[src/rtl/adc_init_seq_pkg.sv]
package adc_init_seq_pkg;
  typedef enum logic [1:0] {
    PH_ARM   = 2'd0,
    PH_COUNT = 2'd1,
    PH_LIVE  = 2'd2
  } init_phase_t;
endpackage

[src/rtl/isq_pd_sync.sv]
module isq_pd_sync #(
  parameter int STAGES = 2
) (
  input  logic clk,
  input  logic pd_n,
  output logic run
);
  logic [STAGES-1:0] chain;

  always_ff @(posedge clk or negedge pd_n) begin
    if (!pd_n) chain <= '0;
    else       chain <= {chain[STAGES-2:0], 1'b1};
  end

  assign run = chain[STAGES-1];
endmodule

[src/rtl/isq_edge_pick.sv]
module isq_edge_pick #(
  parameter int STAGES = 2
) (
  input  logic clk,
  input  logic frame_clk,
  input  logic fall_mode,
  output logic hit
);
  localparam int DEPTH = STAGES + 1;
  logic [DEPTH-1:0] tap;

  always_ff @(posedge clk) begin
    tap <= {tap[DEPTH-2:0], frame_clk};
  end

  logic now_lvl, old_lvl;
  assign now_lvl = tap[DEPTH-2];
  assign old_lvl = tap[DEPTH-1];
  assign hit = fall_mode ? (old_lvl & ~now_lvl) : (now_lvl & ~old_lvl);
endmodule

[src/rtl/isq_frame_timer.sv]
module isq_frame_timer
  import adc_init_seq_pkg::*;
#(
  parameter int INIT_FRAMES = 4129
) (
  input  logic clk,
  input  logic run,
  input  logic hit,
  output logic live
);
  localparam int CNT_W = $clog2(INIT_FRAMES + 1);
  localparam logic [CNT_W-1:0] LAST = CNT_W'(INIT_FRAMES - 1);
  localparam logic [CNT_W-1:0] TERM = CNT_W'(INIT_FRAMES);

  init_phase_t      phase;
  logic [CNT_W-1:0] frames;

  always_ff @(posedge clk or negedge run) begin
    if (!run) begin
      phase  <= PH_ARM;
      frames <= '0;
    end else begin
      unique case (phase)
        PH_ARM: if (hit) begin
          phase  <= PH_COUNT;
          frames <= '0;
        end
        PH_COUNT: if (hit) begin
          if (frames == LAST) begin
            phase  <= PH_LIVE;
            frames <= TERM;
          end else begin
            frames <= frames + 1'b1;
          end
        end
        PH_LIVE: frames <= TERM;
        default: phase <= PH_ARM;
      endcase
    end
  end

  assign live = (phase == PH_LIVE);
endmodule

[src/rtl/isq_out_gate.sv]
module isq_out_gate #(
  parameter int W  = 24,
  parameter int NCH = 2
) (
  input  logic                open,
  input  logic [NCH-1:0][W-1:0] din,
  output logic [NCH-1:0][W-1:0] dout
);
  for (genvar c = 0; c < NCH; c++) begin : g_ch
    assign dout[c] = open ? din[c] : '0;
  end
endmodule

[src/rtl/adc_init_seq.sv]
module adc_init_seq #(
  parameter int W           = 24,
  parameter int INIT_FRAMES = 4129,
  parameter int SYNC_STAGES = 2
) (
  input  logic         clk,
  input  logic         pwr_dn_n,
  input  logic         frame_clk,
  input  logic         mode_fall,
  input  logic         s_valid,
  output logic         s_ready,
  input  logic [W-1:0] s_left,
  input  logic [W-1:0] s_right,
  output logic         m_valid,
  input  logic         m_ready,
  output logic [W-1:0] m_left,
  output logic [W-1:0] m_right,
  output logic         conv_ready,
  output logic         filt_rst
);
  localparam int NCH = 2;

  logic run, hit, live;
  logic [NCH-1:0][W-1:0] words_in, words_out;

  isq_pd_sync #(.STAGES(SYNC_STAGES)) u_sync (
    .clk(clk), .pd_n(pwr_dn_n), .run(run)
  );

  isq_edge_pick #(.STAGES(SYNC_STAGES)) u_edge (
    .clk(clk), .frame_clk(frame_clk), .fall_mode(mode_fall), .hit(hit)
  );

  isq_frame_timer #(.INIT_FRAMES(INIT_FRAMES)) u_timer (
    .clk(clk), .run(run), .hit(hit), .live(live)
  );

  assign words_in[0] = s_left;
  assign words_in[1] = s_right;

  isq_out_gate #(.W(W), .NCH(NCH)) u_gate (
    .open(live), .din(words_in), .dout(words_out)
  );

  assign m_left     = words_out[0];
  assign m_right    = words_out[1];
  assign m_valid    = s_valid;
  assign s_ready    = m_ready;
  assign conv_ready = live;
  assign filt_rst   = ~run;
endmodule

[config.mk]
export PLATFORM = sky130hd
export DESIGN_NAME = adc_init_seq
export DESIGN_NICKNAME = d
export VERILOG_FILES = /design/src/rtl/adc_init_seq_pkg.sv /design/src/rtl/isq_pd_sync.sv /design/src/rtl/isq_edge_pick.sv /design/src/rtl/isq_frame_timer.sv /design/src/rtl/isq_out_gate.sv /design/src/rtl/adc_init_seq.sv
export SDC_FILE = /design/constraint.sdc
export NUM_CORES = 1
export LEC_CHECK = 0
export BUFFER_PORTS_ARGS = -buffer_cell sky130_fd_sc_hd__buf_4
export CORE_ASPECT_RATIO = 1.25
export CORE_MARGIN = 2
export CORE_UTILIZATION = 37
export DETAILED_ROUTE_END_ITERATION = 7
export PLACE_DENSITY_LB_ADDON = 0.15
export SYNTH_ARGS = -nofsm -noshare
export SYNTH_HDL_FRONTEND = slang
export SYNTH_SLANG_ARGS = --single-unit
export TNS_END_PERCENT = 10
[constraint.sdc]
create_clock -name clk -period 1.5 [get_ports clk]
set_clock_uncertainty 0.1 [all_clocks]
set_input_delay 0.075 -clock clk [delete_from_list [all_inputs] [get_ports clk]]
set_output_delay 0.075 -clock clk [all_outputs]
set_load 0.05 [all_outputs]
==> results.md <==
- RSZ-0062 raised after global routing: true
- Min-delay worst type: in2async
- Vias per cell: 5.500
- Share of layout cells above drive strength 1: 0.7205
- Power Total: 5937 uW
- HPWL after detailed placement: 3744 um
- Maxcap violations: 0
- Register area share after synthesis: 0.3348
- Routed vias: 2068
- Clock sink count: 20
- Drt wl/cell: 21.01 um
- Post-synth EDFFs: 0
- Area Growth Syn to Fin: 134.8%
- Total Wirelength: 7900 um
- Cells after Synth: 172
- Netlist cell types: 42
- Failing checks: setup timing
- Critical Path Source: u_timer.frames[1]
- CORE AREA: 3785 um^2
- # fillers: 142
- Capturing point of the worst reg2reg path: u_timer.phase[1]
- Final routed DRC violation total: 0
- Crit share post-route: 1.382
- CP max FO: 2
- Register area: 485.5 um^2
- Hold WS: 0.01040 ns
- Worst EP arrival: 2.13 ns
- Starting density of the core: 0.3831
- Setup CP Type: reg2reg
- Congestion Overflow GR: 0
- Global-route wire length before repair: 10130 um
- Setup crit end kind: register
- Maximum root-to-sink buffer count: 2
- Routability cong.: 0.8685
- I/O Buffers: 101
- Row count: 25
- CTS clk-pin slew, worst paths: 0.08 ns
- Yosys reg bits: 20
- R2r worst-path depth: 6
- Vias in the first global route: 2130
- Die width: 60.00 um
- Routed Antenna Nets: 0
- Startpoint Class: register
- DR pass1 iterations: 4
- Root buf cell: clkbuf_8
- Ys flop type: dfrtp_1
- Synth Cell Area: 1450 um^2
- DRT iter0 DRCs: 190
- Clock H-tree levels: 1
- Fmax: 482.4 MHz
- Status: finished, violations left
- Met3 Wirelength: 649 um
- Max-slew violations: 0
- Antenna Cells: 0
- Leak: 0.001623 uW
- Total GRT Usage: 0.3038
- Initial antenna violation count: 0
- Slew at the pin closest to its max-slew limit: 0.5497 ns
- I/O Pins: 106
- Highest metal layer with signal wires: met4
- CTS buffer count: 3
- Internal reg-to-reg setup slack: -0.57 ns
- WL met2: 4109 um
- Final hold violations: 0
- PD cells: 1744 nW/um^2
- Die area: 4439 um^2
- Min cycle time layout: 2.073 ns
- Syn nets: 232
- Largest net degree at the start of global routing: 16
- WL met1: 2717 um
- Maximum vdd drop: 1.072 mV
- Async SR Flop Fraction: 0.8500
- Final worst slack: -0.5729 ns
- # setup viols final: 64
- CP endpoint: u_timer.phase[1]
- RR Startpoint: u_timer.frames[1]
- Clock latency on the worst-skew pair: 0.27 ns
- Final #Nets: 383
- Data required time of the critical path: 1.55 ns
- YS warnings: 0
- Area of the multi-input gates: 1109 um^2
- CTS tree: built
- Mean Syn Cell Area: 8.431 um^2
- Rel. slew slack: 0.6289
- Die H: 74.00 um
kinds of logic after synthesis:
| family | share of synthesized area |
|---|---|
| adders and majority gates | 0.05177 |
| and+or+nand+nor | 0.3969 |
| buffers and inverters | 0.05522 |
| other | 0.002586 |
| xor gates and xnor gates | 0.01812 |
| muxes | 0.02243 |
| DFF | 0.3348 |
| AOI/OAI and AO/OA | 0.1182 |
report_power, final:
| group | leakage, uW | internal [uW] | switching, uW | total (uW) |
|---|---|---|---|---|
| registers | 0.000253 | 619 | 71.9 | 691 |
| clock network | 0.0000357 | 357 | 204 | 562 |
| logic | 0.00133 | 2240 | 2450 | 4680 |
cells in the final DEF (no fill, tap or decap), drive strengths merged, types with 2 or more instances in the layout:
| master | Yosys | layout |
|---|---|---|
| nor2 | 5 | 5 |
| nand4 | 3 | 3 |
| dlygate4sd3 | 0 | 2 |
| or3 | 2 | 2 |
| nand3 | 10 | 10 |
| inv | 9 | 9 |
| o21ai | 5 | 5 |
| and2 | 49 | 49 |
| mux2 | 2 | 2 |
| dfrtp | 17 | 17 |
| nand2 | 8 | 8 |
| a31oi | 5 | 5 |
| or4 | 4 | 4 |
| buf | 2 | 154 |
| and3 | 3 | 3 |
| a21oi | 6 | 6 |
| ha | 6 | 6 |
| dfxtp | 3 | 3 |
| clkbuf | 8 | 3 |
| xnor2 | 3 | 3 |
| nor4 | 2 | 2 |
| o31ai | 3 | 3 |
metrics by stage:
step                        util  instances  setup WS (ns)  setup TNS [ns]  cell area, um^2
after floorplan                -        172        -0.3538          -15.82             1476
after global placement    0.6783        359        -0.2866          -6.888             2567
after detailed placement  0.6783        359        -0.3399          -8.188             2567
after CTS                 0.8430        375        -0.2966          -12.06             3191
after global routing      0.8995        376        -0.6951          -21.97             3405
final                     0.8995        376        -0.5729          -18.81             3405
what timing repair did:
item	in CTS	in global routing
gates resized for setup	113	58
cloned	4	0
pin swaps	9	5
hold buffers	2	0
endpoints found under the setup margin	64	64
hold endpoints to repair	3	0
buffers inserted	6	1
critical path: stages, from the launching register on:
cell and delay [ns]:
dfrtp_1 0.42, inv_2 0.09, ha_4 0.13, nor4bb_1 0.29, nand3_1 0.23, a211o_1 0.39, mux2_4 0.31
flip-flops by register name, indices dropped and copies added, names as in the netlist:
| register | count |
|---|---|
| u_timer.frames | 13 |
| u_timer.phase | 2 |
| u_edge.tap | 3 |
| u_sync.chain | 2 |
synthesized netlist by cell type (4+ instances only):
master	n	share of area
a21oi_1	5	0.017
a31oi_1	5	0.022
and2_1	49	0.21
clkbuf_1	7	0.018
dfrtp_1	17	0.29
ha_1	6	0.052
inv_1	9	0.023
nand2_1	8	0.021
nand3_1	10	0.035
nor2_1	5	0.013
o21ai_0	4	0.014
or4_1	4	0.021
how the worst min path moves through the flow:
stage,from,endpoint,slack (ns),depth (start not counted)
floorplan,pwr_dn_n,u_sync.chain[0],-0.32,0
global placement,pwr_dn_n,u_sync.chain[0],-0.24,1
detailed placement,pwr_dn_n,u_sync.chain[1],-0.24,1
CTS,pwr_dn_n,u_sync.chain[1],0.03,2
global route,pwr_dn_n,u_sync.chain[0],0.02,2
finish,pwr_dn_n,u_sync.chain[0],0.01,2
layout make-up:
cell class	instances	area share
repair buffers	156	0.4811
clock inverters	1	0.008820
flip-flops and latches	20	0.1426
well taps	54	0.01985
inverters	9	0.009923
multi-input cells	133	0.3256
clock buffers	3	0.01213
routing by layer:
layer  vias to the layer above  global-route usage
met5                         -                   0
met1                       977              0.3369
met2                       146              0.5302
met4                         0              0.1654
met3                        43             0.06609
li1                        902                   -
No activity file was read; power rests on OpenSTA's default activity.
